$ cat config.mk
export PLATFORM = sky130hd
export DESIGN_NAME = nor_wbuf_seq
export DESIGN_NICKNAME = d
export VERILOG_FILES = /design/src/rtl/nwb_pkg.sv /design/src/rtl/nwb_req_check.sv /design/src/rtl/nwb_addr_track.sv /design/src/rtl/nwb_bus_drive.sv /design/src/rtl/nor_wbuf_seq.sv
export SDC_FILE = /design/constraint.sdc
export NUM_CORES = 1
export LEC_CHECK = 0
export BUFFER_PORTS_ARGS = -buffer_cell sky130_fd_sc_hd__buf_2
export CAP_MARGIN = 10
export CORE_ASPECT_RATIO = 0.7
export CORE_MARGIN = 2
export CORE_UTILIZATION = 48
export DETAILED_ROUTE_END_ITERATION = 10
export PLACE_DENSITY = 0.86
export SLEW_MARGIN = 25
export SYNTH_ARGS = -nofsm -noshare
export SYNTH_HDL_FRONTEND = slang
export SYNTH_SLANG_ARGS = --single-unit
$ cat constraint.sdc
create_clock -name clk -period 2 [get_ports clk]
set_input_delay 0.2 -clock clk [delete_from_list [all_inputs] [get_ports clk]]
set_output_delay 0.2 -clock clk [all_outputs]
set_load 0.01 [all_outputs]
$ cat src/rtl/nwb_pkg.sv
package nwb_pkg;

  typedef enum logic [2:0] {
    ST_IDLE,
    ST_UNLK_A,
    ST_UNLK_B,
    ST_LOAD,
    ST_COUNT,
    ST_DATA,
    ST_CONFIRM
  } seq_st_t;

  localparam logic [15:0] CMD_UNLK_A      = 16'h00AA;
  localparam logic [15:0] CMD_UNLK_B      = 16'h0055;
  localparam logic [15:0] CMD_BUF_LOAD    = 16'h0025;
  localparam logic [15:0] CMD_BUF_CONFIRM = 16'h0029;

  localparam logic [11:0] UNLK_A_WADDR = 12'h555;
  localparam logic [11:0] UNLK_B_WADDR = 12'h2AA;

endpackage

$ cat src/rtl/nwb_req_check.sv
module nwb_req_check #(
  parameter int CNT_W     = 8,
  parameter int MAX_WORDS = 32
) (
  input  logic [CNT_W-1:0] count,
  output logic             ok
);
  localparam logic [CNT_W:0] LIMIT = (CNT_W+1)'(MAX_WORDS);

  always_comb begin
    ok = (count != '0) && ({1'b0, count} <= LIMIT);
  end
endmodule

$ cat src/rtl/nwb_addr_track.sv
module nwb_addr_track #(
  parameter int AW    = 24,
  parameter int CNT_W = 8
) (
  input  logic             clk,
  input  logic             rst,
  input  logic             load,
  input  logic [AW-1:0]    start_addr,
  input  logic [CNT_W-1:0] start_count,
  input  logic             step,
  output logic [AW-1:0]    cur_addr,
  output logic [CNT_W-1:0] remain,
  output logic             last
);
  localparam logic [AW-1:0]    WORD_BYTES = AW'(2);
  localparam logic [CNT_W-1:0] ONE        = CNT_W'(1);

  always_comb begin
    last = (remain == ONE);
  end

  // The address stops on the final word so the confirm can reuse it.
  always_ff @(posedge clk) begin
    if (rst) begin
      cur_addr <= '0;
      remain   <= '0;
    end else if (load) begin
      cur_addr <= start_addr;
      remain   <= start_count;
    end else if (step) begin
      remain <= remain - ONE;
      if (!last) cur_addr <= cur_addr + WORD_BYTES;
    end
  end

  AST_STEP_NONEMPTY: assert property (@(posedge clk) disable iff (rst)
    step |-> remain != '0);
endmodule

$ cat src/rtl/nwb_bus_drive.sv
module nwb_bus_drive #(
  parameter int AW = 24
) (
  input  logic          clk,
  input  logic          rst,
  input  logic          issue,
  input  logic [AW-1:0] issue_addr,
  input  logic [15:0]   issue_data,
  input  logic          retire,
  output logic [AW-1:0] bus_addr,
  output logic [15:0]   bus_wdata,
  output logic          bus_stb
);
  // Issue wins over retire so that command cycles run back to back.
  always_ff @(posedge clk) begin
    if (rst) begin
      bus_stb   <= 1'b0;
      bus_addr  <= '0;
      bus_wdata <= '0;
    end else if (issue) begin
      bus_stb   <= 1'b1;
      bus_addr  <= issue_addr;
      bus_wdata <= issue_data;
    end else if (retire) begin
      bus_stb <= 1'b0;
    end
  end
endmodule

$ cat src/rtl/nor_wbuf_seq.sv
module nor_wbuf_seq
  import nwb_pkg::*;
#(
  parameter int             AW        = 24,
  parameter int             CNT_W     = 8,
  parameter int             MAX_WORDS = 32,
  parameter logic [AW-1:0]  BASE_ADDR = '0
) (
  input  logic             clk,
  input  logic             rst,
  input  logic             req_start,
  input  logic [AW-1:0]    req_addr,
  input  logic [CNT_W-1:0] req_count,
  output logic             busy,
  output logic             err,
  output logic             done,
  input  logic [15:0]      wr_data,
  input  logic             wr_valid,
  output logic             wr_ready,
  output logic [AW-1:0]    bus_addr,
  output logic [15:0]      bus_wdata,
  output logic             bus_stb,
  input  logic             bus_ack
);
  localparam logic [AW-1:0]    UNLK_A_BADDR = BASE_ADDR + AW'({UNLK_A_WADDR, 1'b0});
  localparam logic [AW-1:0]    UNLK_B_BADDR = BASE_ADDR + AW'({UNLK_B_WADDR, 1'b0});
  localparam logic [CNT_W-1:0] ONE          = CNT_W'(1);
  localparam logic [CNT_W:0]   LIMIT        = (CNT_W+1)'(MAX_WORDS);

  seq_st_t          st, st_nxt;
  logic             count_ok;
  logic             accept;
  logic             issue, retire, load, step;
  logic [AW-1:0]    issue_addr;
  logic [15:0]      issue_data;
  logic             err_nxt, done_nxt;
  logic [AW-1:0]    cur_addr;
  logic [CNT_W-1:0] remain;
  logic             last;

  nwb_req_check #(.CNT_W(CNT_W), .MAX_WORDS(MAX_WORDS)) u_check (
    .count (req_count),
    .ok    (count_ok)
  );

  nwb_addr_track #(.AW(AW), .CNT_W(CNT_W)) u_track (
    .clk         (clk),
    .rst         (rst),
    .load        (load),
    .start_addr  (req_addr),
    .start_count (req_count),
    .step        (step),
    .cur_addr    (cur_addr),
    .remain      (remain),
    .last        (last)
  );

  nwb_bus_drive #(.AW(AW)) u_drive (
    .clk        (clk),
    .rst        (rst),
    .issue      (issue),
    .issue_addr (issue_addr),
    .issue_data (issue_data),
    .retire     (retire),
    .bus_addr   (bus_addr),
    .bus_wdata  (bus_wdata),
    .bus_stb    (bus_stb)
  );

  always_comb begin
    accept   = bus_stb && bus_ack;
    busy     = (st != ST_IDLE);
    wr_ready = (st == ST_DATA) && !bus_stb;
  end

  always_comb begin
    st_nxt     = st;
    issue      = 1'b0;
    issue_addr = cur_addr;
    issue_data = '0;
    retire     = accept;
    load       = 1'b0;
    step       = 1'b0;
    err_nxt    = 1'b0;
    done_nxt   = 1'b0;
    unique case (st)
      ST_IDLE: begin
        if (req_start) begin
          if (count_ok) begin
            load       = 1'b1;
            issue      = 1'b1;
            issue_addr = UNLK_A_BADDR;
            issue_data = CMD_UNLK_A;
            st_nxt     = ST_UNLK_A;
          end else begin
            err_nxt = 1'b1;
          end
        end
      end
      ST_UNLK_A: begin
        if (accept) begin
          issue      = 1'b1;
          issue_addr = UNLK_B_BADDR;
          issue_data = CMD_UNLK_B;
          st_nxt     = ST_UNLK_B;
        end
      end
      ST_UNLK_B: begin
        if (accept) begin
          issue      = 1'b1;
          issue_data = CMD_BUF_LOAD;
          st_nxt     = ST_LOAD;
        end
      end
      ST_LOAD: begin
        if (accept) begin
          issue      = 1'b1;
          issue_data = 16'(remain - ONE);
          st_nxt     = ST_COUNT;
        end
      end
      ST_COUNT: begin
        if (accept) st_nxt = ST_DATA;
      end
      ST_DATA: begin
        if (wr_valid && wr_ready) begin
          issue      = 1'b1;
          issue_data = wr_data;
        end
        if (accept) begin
          step = 1'b1;
          if (last) begin
            issue      = 1'b1;
            issue_data = CMD_BUF_CONFIRM;
            st_nxt     = ST_CONFIRM;
          end
        end
      end
      ST_CONFIRM: begin
        if (accept) begin
          done_nxt = 1'b1;
          st_nxt   = ST_IDLE;
        end
      end
      default: st_nxt = ST_IDLE;
    endcase
  end

  always_ff @(posedge clk) begin
    if (rst) begin
      st   <= ST_IDLE;
      err  <= 1'b0;
      done <= 1'b0;
    end else begin
      st   <= st_nxt;
      err  <= err_nxt;
      done <= done_nxt;
    end
  end

  AST_START_UNLOCK: assert property (@(posedge clk) disable iff (rst)
    req_start && !busy && req_count != '0 && {1'b0, req_count} <= LIMIT
    |=> busy && bus_stb && bus_wdata == CMD_UNLK_A && bus_addr == UNLK_A_BADDR);
  AST_REJECT_QUIET: assert property (@(posedge clk) disable iff (rst)
    req_start && !busy && (req_count == '0 || {1'b0, req_count} > LIMIT)
    |=> err && !busy && !bus_stb);
  AST_BUSY_NO_ERR: assert property (@(posedge clk) disable iff (rst)
    req_start && busy |=> !err);
  AST_TAKE_WORD: assert property (@(posedge clk) disable iff (rst)
    wr_valid && wr_ready |=> bus_stb && bus_wdata == $past(wr_data));
  AST_STB_HOLD: assert property (@(posedge clk) disable iff (rst)
    bus_stb && !bus_ack |=> bus_stb && $stable(bus_addr) && $stable(bus_wdata));
  AST_DONE_PULSE: assert property (@(posedge clk) disable iff (rst)
    done |=> !done);
  AST_DONE_IDLE: assert property (@(posedge clk) disable iff (rst)
    done |-> !busy && !bus_stb && !err);
endmodule

==> results of run 1 <==
[power by group]
group / internal (uW) / total (uW) / switching [uW] / leakage, uW
logic: 176 / 390 / 214 / 0.00148
clock network: 1130 / 1790 / 658 / 0.000156
registers: 1590 / 1620 / 27.9 / 0.000634
[worst paths after layout]
kind                   startpoint  cells after the start  slack [ns]                    to
max                         st[0]                      7       -0.06   u_track.cur_addr[9]
min                   req_addr[0]                      3        0.11   u_track.cur_addr[0]
max reg2reg                 st[0]                      7       -0.06   u_track.cur_addr[9]
min reg2reg  u_drive.bus_addr[18]                      2        0.46  u_drive.bus_addr[18]
[synth_stat cells (2+ instances only)]
master     number  area [sq um]
a211oi_1       24           180
a21oi_1        24           120
a22oi_1         4          30.0
a311oi_1        3          26.3
a31oi_1        20           125
and2_1          3          18.8
and3_1          3          18.8
and4_1          2          17.5
and4b_1         2          20.0
buf_2           9          45.0
buf_4           5          37.5
buf_6           2          22.5
clkbuf_1       27           101
dfxtp_1        78          1560
ha_1            3          37.5
inv_1           9          33.8
nand2_1        45           169
nand3_1        47           235
nand4_1         6          37.5
nor2_1         46           173
nor3_1         25           125
nor4_1         13          81.3
o2111ai_1       2          17.5
o211ai_1       15           113
o21a_1          2          15.0
o21ai_0        15          75.1
o311a_1         2          20.0
o31ai_1         3          22.5
or2_2           2          12.5
or3_1           4          25.0
or4_1           4          30.0
xnor2_1        13           114
xor2_1         13           114
[registers in the layout, indices dropped and copies added (netlist names)]
| signal | cells |
|---|---|
| done | 1 |
| u_drive.bus_wdata | 16 |
| u_drive.bus_stb | 1 |
| u_track.remain | 8 |
| err | 1 |
| u_track.cur_addr | 24 |
| st | 3 |
| u_drive.bus_addr | 24 |
[metal layers]
metal,wire [microns],vias up
li1,-,2118
met1,5760,2176
met2,6420,285
met3,1390,46
met4,363,0
met5,0,-
[logic make-up after synthesis]
logic type | after synthesis
simple gates | 217
buf+inv | 53
compound gates | 122
xor+xnor | 26
flops | 78
fa+ha+maj | 3
[worst min-delay path, delay by kind of cell]
kind | cells | cell delay, ns
AO/OA/AOI/OAI | 1 | 0.06
buffers and inverters | 1 | 0.10
AND/OR/NAND/NOR | 1 | 0.05
[metrics by stage]
| stage | cells | worst slack, ns | total power, uW | hold WS [ns] | utilization [%] |
|---|---|---|---|---|---|
| 6_report | 741 | -0.0601 | 3800 | 0.114 | 72.4 |
| 4_1_cts | 730 | -0.0122 | 3750 | 0.108 | 66.9 |
| 2_1_floorplan | 499 | -0.0173 | 1830 | 0.329 | - |
| 3_5_place_dp | 712 | -0.114 | 1980 | 0.449 | 62.0 |
| 5_1_grt | 741 | -0.120 | 3900 | 0.128 | 72.4 |
| 3_3_place_gp | 712 | -0.0248 | 1970 | 0.445 | 62.0 |
[timing repair]
action | 4_1_cts | 5_1_grt
buffers inserted | 1 | 3
setup endpoints to repair | 57 | 61
resized for setup | 10 | 53
cloned | 1 | 8
pin swaps | 8 | 36
[layout make-up]
cell class                 instances  area [sq um]  area share, %
sequential                        78          1570           27.2
tap                              101           126           2.19
inverter                           9          33.8          0.585
clock inverter                     5          81.3           1.41
clock buffer                      11           243           4.20
timing repair buffer             167          1220           21.1
multi-input combinational        370          2500           43.3
==> impl_results.md, run 1 <==
- Met2 GRT Util: 43.7%
- Most common cell after layout, fill and taps aside: buf_2
- Final nets: 691
- Num CTS Buffers: 9
- Syn Area/Cell: 8.02 sq um
- Ys Warns: 0
- Initial antenna violation count: 0
- Top Usage Layer GRT: met2
- Synth Flop Type: dfxtp_1
- Critical path startpoint category: register
- Residual DRC: 6
- Leak: 0.00227 uW
- Clock-pin transition on the worst setup and hold timing paths: 0.06 ns
- CP arrival: 2.31 ns
- Final setup viols: 11
- Required @ worst endpoint: 2.25 ns
- Vias in the first global route: 4119
- Setup WS post-layout: -0.0601 ns
- CTS max path bufs: 2
- Area share of fa/ha/maj cells after synthesis: 0.938%
- Crit end category: register
- WP buf/inv: 2
- Placed Instance Area: 0.00494 sq mm
- Gr usage total: 26.9%
- Worst-Margin Slew: 0.647 ns
- Ant diodes: 0
- I/O Buffers: 97
- Drt initial violations: 607
- CP max stage cell: or4b_4
- Clock Latency Late Sink: 0.35 ns
- CTS H-Tree Depth: 3
- Violated checks: DRC, setup timing
- Post-synth EDFFs: 0
- Max Cap Viol: 0
- Gpl congestion: 0.899
- Final ANT Viol Nets: 0
- Multiplexer share of the synthesized area: 0%
- Met1 Use GR: 34.9%
- Relative slew margins: 56.8%
- Async set or reset register ratio after synthesis: 0%
- Dpl hpwl: 8580 microns
- DR vias/cell: 6.24
- Share of layout cells above drive strength 1: 38.9%
- Largest family of logic cells by synthesized area: simple AND/OR/NAND/NOR gates
- Drt pass-1 iters: 8
- RSZ-0062 raised after global routing: yes
- Design Area, Final: 0.00577 sq mm
- # rows: 27
- Crit Path Category: reg2reg
- Max FO, Critical Path: 10
- Max Transition Viols Final: 0
- Syn Inst Count: 499
- Initial Util: 50.2%
- Critical path, cell by cell: or4b_4 > a2111oi_4 > buf_4 > nor2_4 > clkbuf_16 > o311a_1 > nor3_2
- Synth Area in XOR/XNOR: 5.69%
- Mapped Area: 0.00400 sq mm
- Synth Register Bits: 78
- Ports: 98
- Met3 Use GR: 6.72%
- Final-layout fill cell count: 591
- Final period util: 103%
- Max Fclk: 485 MHz
- Worst hold path class: in2reg
- CTS tree: built
- Hold_buf cts: 0
- Synthesized net count: 555
- Pwr dens: 657 mW/mm^2
- Worst stage delay on the critical path: 0.59 ns
- Largest net degree at the start of global routing: 42
- Die H: 80.4 microns
- Root Buffer: clkbuf_16
- Clock skew: 0.00889 ns
- Compound-Gate Fraction of Synth Area: 20.6%
- VDD IR max: 0.000410 V
- Final WL: 13900 microns
- Most frequent cells in the layout: buf_2, dfxtp_1, buf_4, nand2_1, nand3_1
- First-pass GRT wire length: 19400 microns
- Die W: 113 microns
- Simple-gate share of the synthesized area: 27.7%
- WL/cell: 18.8 microns
- Total gr overflow: 0
- Count of cell types in the netlist: 57
- Std-Cell Core Area: 0.00797 sq mm
- Sequential area share after synthesis: 39.0%
- Area Overhead vs Synth: 44.2%
- Fin Setup TNS: -0.179 ns
- Die area: 0.00910 sq mm
- Status: finished with violations
- Clock period minus worst slack: 2.06 ns
- Vias: 4625
- Delay-heaviest family, CP: simple AND/OR/NAND/NOR gates
- Hold Vio Cnt, Final: 0
- Clk sinks: 78
No activity file was read; power rests on OpenSTA's default activity.
==> run 2, diff against run 1 <==
--- a/config.mk
+++ b/config.mk
@@ -11,7 +11,7 @@
 export CORE_MARGIN = 2
 export CORE_UTILIZATION = 48
 export DETAILED_ROUTE_END_ITERATION = 10
-export PLACE_DENSITY = 0.86
+export PLACE_DENSITY_LB_ADDON = 0.3
 export SLEW_MARGIN = 25
 export SYNTH_ARGS = -nofsm -noshare
 export SYNTH_HDL_FRONTEND = slang
==> impl_results.md, run 2 (same netlist as run 1, synthesis figures left out) <==
- Status: finished with violations
- Violated checks: DRC, setup timing
- Worst stage delay on the critical path: 0.50 ns
- Die W: 113 microns
- Clock period minus worst slack: 2.01 ns
- Residual DRC: 7
- Largest net degree at the start of global routing: 44
- # rows: 27
- Gr usage total: 27.1%
- Initial antenna violation count: 0
- Sw frac: 24.2%
- Total gr overflow: 0
- CP arrival: 2.26 ns
- Die H: 80.4 microns
- Max Transition Viols Final: 0
- Root Buffer: clkbuf_16
- Net switching power figure: 879 uW
- Dpl hpwl: 8750 microns
- Flop pwr share: 44.4%
- Area Overhead vs Synth: 41.4%
- Hold Path Origin: req_addr[0]
- Ant diodes: 0
- Leak: 0.00222 uW
- Drt pass-1 iters: 8
- Pwr dens: 642 mW/mm^2
- Vias in the first global route: 4055
- Reg2reg end: u_track.cur_addr[16]
- Share of layout cells above drive strength 1: 37.9%
- Reg2Reg Setup Slack: -0.008 ns
- Worst hold path class: in2reg
- I/O Buffers: 97
- Most common cell after layout, fill and taps aside: buf_2
- Clk sinks: 78
- CTS tree: built
- Setup WS post-layout: -0.00840 ns
- First-pass GRT wire length: 19500 microns
- Hold Path Depth: 3
- Placed Instance Area: 0.00503 sq mm
- Final-layout fill cell count: 613
- Crit end category: register
- Worst Hold End: u_track.cur_addr[0]
- Gpl congestion: 0.906
- Hold_buf cts: 0
- Final nets: 695
- Final ANT Viol Nets: 0
- Initial Util: 50.2%
- Ports: 98
- Reg2Reg Depth: 7
- Final WL: 12800 microns
- Worst-Margin Slew: 0.676 ns
- Setup slack at placement: -0.137 ns
- WL/cell: 17.1 microns
- Clock skew: 0.00791 ns
- Final period util: 100%
- Most frequent cells in the layout: buf_2, dfxtp_1, buf_4, nand2_1, nor2_1
- Reg2Reg Launch Point: u_track.remain[1]
- Die area: 0.00910 sq mm
- Max Cap Viol: 0
- Required @ worst endpoint: 2.26 ns
- Critical path startpoint category: register
- CP max stage cell: or4_4
- Num CTS Buffers: 9
- VDD IR max: 0.000473 V
- Largest registers: u_drive.bus_addr: 24 flops, u_track.cur_addr: 24 flops, u_drive.bus_wdata: 16 flops
- Clock-pin transition on the worst setup and hold timing paths: 0.06 ns
- CTS max path bufs: 2
- Drt initial violations: 392
- Critical path, cell by cell: inv_2 > ha_4 > or4b_4 > nor2_4 > or3_4 > or4_4 > a311oi_2
- CTS H-Tree Depth: 3
- Max FO, Critical Path: 6
- Std-Cell Core Area: 0.00797 sq mm
- Final setup viols: 1
- Combinational Power Share: 10.1%
- Int Power: 2760 uW
- Max Fclk: 498 MHz
- DR vias/cell: 6.02
- Hold Vio Cnt, Final: 0
- Clk pwr share: 45.5%
- Crit Path Category: reg2reg
- RSZ-0062 raised after global routing: yes
- Relative slew margins: 54.9%
- Design Area, Final: 0.00566 sq mm
- Vias: 4484
- Clock Latency Late Sink: 0.35 ns
run 2: changes by cell type in the layout (fill, tap and decap cells not counted), sizes merged:
| cell | previous run | this run |
|---|---|---|
| buf | 160 | 169 |
| bufinv | 2 | 1 |
| clkbuf | 18 | 14 |
| clkinv | 1 | 3 |
| clkinvlp | 1 | 0 |
| nor2 | 48 | 47 |
run 2: layer usage:
metal | GRT usage (%) | part of all wire [%]
met1 | 37.0 | 45
met2 | 41.8 | 44
met3 | 6.57 | 9.0
met4 | 10.1 | 2.5
met5 | 0 | 0
run 2: worst max-delay path by stage:
stage,slack [ns],cells after the start,to,startpoint
final,-0.008,7,u_track.cur_addr[16],u_track.remain[1]
after global routing,-0.06,8,u_drive.bus_addr[12],u_track.remain[1]
after CTS,-0.02,7,u_track.cur_addr[16],u_track.remain[1]
after detailed placement,-0.14,7,u_track.cur_addr[16],u_track.remain[1]
after global placement,-0.06,7,u_track.cur_addr[14],u_track.remain[1]
after floorplan,-0.02,8,u_track.cur_addr[14],u_track.remain[1]
run 2: cell type report:
cell class	count	area, sq um	area share, %
clock inverters	5	57.6	1.02
clock buffers	11	243	4.29
flip-flops and latches	78	1580	27.8
multi-input cells	369	2440	43.0
well taps	101	126	2.23
inverters	9	33.8	0.597
repair buffers	172	1190	21.0
run 2: what timing repair did:
| action | in CTS | in global routing |
|---|---|---|
| cloned | 1 | 3 |
| setup buffers | 2 | 0 |
| pin swaps | 8 | 38 |
| setup endpoints to repair | 45 | 46 |
| resized for setup | 6 | 44 |
run 2: worst max-delay path: cells and delay by family (launching register included):
| kind | cells | cell delay [ns] |
|---|---|---|
| AND/OR/NAND/NOR | 4 | 1.19 |
| flip-flops | 1 | 0.33 |
| AO/OA/AOI/OAI | 1 | 0.22 |
| adder cells (fa/ha/maj) | 1 | 0.14 |
| buffers and inverters | 1 | 0.05 |
run 2: power by group through the flow:
stage	Sequential, uW	Combinational, uW	Clock (uW)
global placement	1650	331	0
CTS	1610	344	1670
detailed placement	1650	338	0
global route	1620	398	1740
finish	1620	366	1660
floorplan	1660	168	0
run 2: through the flow:
stage               hold slack (ns)  power (uW)  instances  setup TNS [ns]  utilization, %
floorplan                     0.329        1830        499         -0.0406               -
global placement              0.449        1980        724          -0.379            63.1
global route                  0.114        3760        745          -0.518            71.0
finish                        0.104        3640        745        -0.00840            71.0
detailed placement            0.451        1990        724           -2.96            63.1
CTS                          0.0947        3630        743         -0.0366            67.6
==> run 3, diff against run 2 <==
--- a/config.mk
+++ b/config.mk
@@ -12,7 +12,6 @@
 export CORE_UTILIZATION = 48
 export DETAILED_ROUTE_END_ITERATION = 10
 export PLACE_DENSITY_LB_ADDON = 0.3
-export SLEW_MARGIN = 25
 export SYNTH_ARGS = -nofsm -noshare
 export SYNTH_HDL_FRONTEND = slang
 export SYNTH_SLANG_ARGS = --single-unit
==> constraint.sdc (replaced) <==
create_clock -name clk -period 2 [get_ports clk]
set_input_delay 0.5 -clock clk [delete_from_list [all_inputs] [get_ports clk]]
set_output_delay 0.5 -clock clk [all_outputs]
set_load 0.1 [all_outputs]
==> impl_results.md, run 3 (same netlist as run 1, synthesis figures left out) <==
- Clock-pin transition on the worst setup and hold timing paths: 0.06 ns
- Violated checks: DRC, setup timing
- Vias in the first global route: 4353
- Clock Latency Late Sink: 0.35 ns
- Total Power: 4170 uW
- CTS tree: built
- VDD IR max: 0.000550 V
- Crit Path Category: reg2reg
- Initial antenna violation count: 0
- Max Cap Viol: 0
- Critical path startpoint category: register
- Crit end category: register
- CP arrival: 2.58 ns
- Hold_buf cts: 0
- Total gr overflow: 0
- CTS max path bufs: 2
- Ports: 98
- Setup slack at placement: -0.313 ns
- Worst Hold End: u_track.cur_addr[0]
- Die H: 80.4 microns
- Area Overhead vs Synth: 62.8%
- Final setup viols: 64
- Final standard cell utilization of the core: 81.8%
- Hold Vio Cnt, Final: 0
- Most frequent cells in the layout: buf_2, buf_4, dfxtp_1, nand2_1
- Placed insts: 739
- Clk sinks: 78
- Max Fclk: 422 MHz
- Relative slew margins: 60.7%
- Share of layout cells above drive strength 1: 49.9%
- Area of the multi-input gates: 0.00271 sq mm
- DR vias/cell: 6.69
- Hold Path Origin: req_addr[0]
- Pwr dens: 639 mW/mm^2
- Final WL: 17800 microns
- Vias: 5336
- RSZ-0062 raised after global routing: yes
- Reg2reg end: u_track.cur_addr[23]
- # rows: 27
- Final nets: 748
- Worst-Margin Slew: 0.588 ns
- Setup WS post-layout: -0.369 ns
- Num CTS Buffers: 9
- Hold Slack: 0.413 ns
- Required @ worst endpoint: 2.21 ns
- Reg2Reg Depth: 10
- Root Buffer: clkbuf_16
- Final Non-Filler Cells: 798
- Hold Path Depth: 3
- Final-layout fill cell count: 439
- Worst hold path class: in2reg
- Drt pass-1 iters: 9
- CTS H-Tree Depth: 3
- Final period util: 118%
- Max FO, Critical Path: 4
- Gpl congestion: 0.916
- Reg area: 0.00158 sq mm
- Reg2Reg Setup Slack: -0.37 ns
- First-pass GRT wire length: 21500 microns
- Reg2Reg Launch Point: u_track.remain[1]
- Largest net degree at the start of global routing: 45
- Initial Util: 50.2%
- Gr usage total: 29.8%
- Ant diodes: 0
- Status: finished with violations
- Std-Cell Core Area: 0.00797 sq mm
- WL/cell: 22.3 microns
- Final ANT Viol Nets: 0
- Residual DRC: 7
- Dpl hpwl: 9360 microns
- Die W: 113 microns
- Die area: 0.00910 sq mm
- Most common cell after layout, fill and taps aside: buf_2
- I/O Buffers: 97
- Drt initial violations: 738
- Largest registers: u_drive.bus_addr: 24 flops, u_track.cur_addr: 24 flops, u_drive.bus_wdata: 16 flops
- Clock skew: 0.00665 ns
- Clock period minus worst slack: 2.37 ns
- Leak: 0.00261 uW
- Max Transition Viols Final: 0
==> run 3: changes by cell type in the layout (fill, tap and decap cells not counted), moves of 9 or more <==
cell / delta
nand3_1: -12
nor2_1: -14
nand3_2: +10
buf_6: +20
nor2_2: +9
buf_4: +24
==> run 3: cell type report <==
type | instances | share of cell area [%]
Clock buffer | 10 | 3.67
Clock inverter | 6 | 1.79
Inverter | 9 | 0.518
Multi-Input combinational cell | 371 | 41.5
Sequential cell | 78 | 24.2
Tap cell | 101 | 1.94
Timing Repair Buffer | 223 | 26.4
==> run 3: metrics by stage <==
stage	area, sq um	TNS, ns
2_1_floorplan	4100	-0.422
3_3_place_gp	5190	-14.32
3_5_place_dp	5190	-16.77
4_1_cts	5710	-0.132
5_1_grt	6520	-6.85
6_report	6520	-3.39
==> run 3: where the power goes <==
group          switching, uW  internal, uW  total [uW]  leakage [uW]
Sequential              31.1          1590        1620      0.000636
Combinational            362           217         579       0.00180
Clock                    707          1270        1970      0.000174
Total                   1100          3070        4170       0.00261
==> run 3: repair_timing <==
action | in CTS | in global routing
cloned | 0 | 12
setup buffers | 9 | 22
pin swaps | 17 | 56
resized for setup | 23 | 128
setup endpoints to repair | 72 | 68
==> run 3: per-layer routing <==
metal	vias up	wire length, microns	GRT usage (%)
li1	2237	-	-
met1	2531	6760	39.5
met2	464	8010	47.5
met3	104	2220	7.92
met4	0	833	10.0
met5	-	0	0
==> run 3: critical path, cell delays in order, from the launching register on <==
cell	delay, ns
dfxtp_2	0.32
inv_2	0.07
ha_4	0.11
or4b_4	0.51
buf_6	0.15
o211ai_1	0.19
buf_4	0.20
buf_4	0.12
nor4_2	0.05
nor3_1	0.37
nor4_2	0.13
==> run 3: worst max path at each step <==
| stage | from | to | slack [ns] | cells after the start |
|---|---|---|---|---|
| 6_report | u_track.remain[1] | u_track.cur_addr[23] | -0.37 | 10 |
| 5_1_grt | u_track.remain[1] | u_track.cur_addr[23] | -0.41 | 10 |
| 4_1_cts | u_track.remain[1] | u_track.cur_addr[19] | -0.06 | 9 |
| 3_5_place_dp | req_count[1] | u_drive.bus_addr[18] | -0.31 | 7 |
| 3_3_place_gp | req_count[1] | u_drive.bus_wdata[6] | -0.25 | 7 |
| 2_1_floorplan | u_track.remain[1] | u_track.cur_addr[14] | -0.04 | 8 |
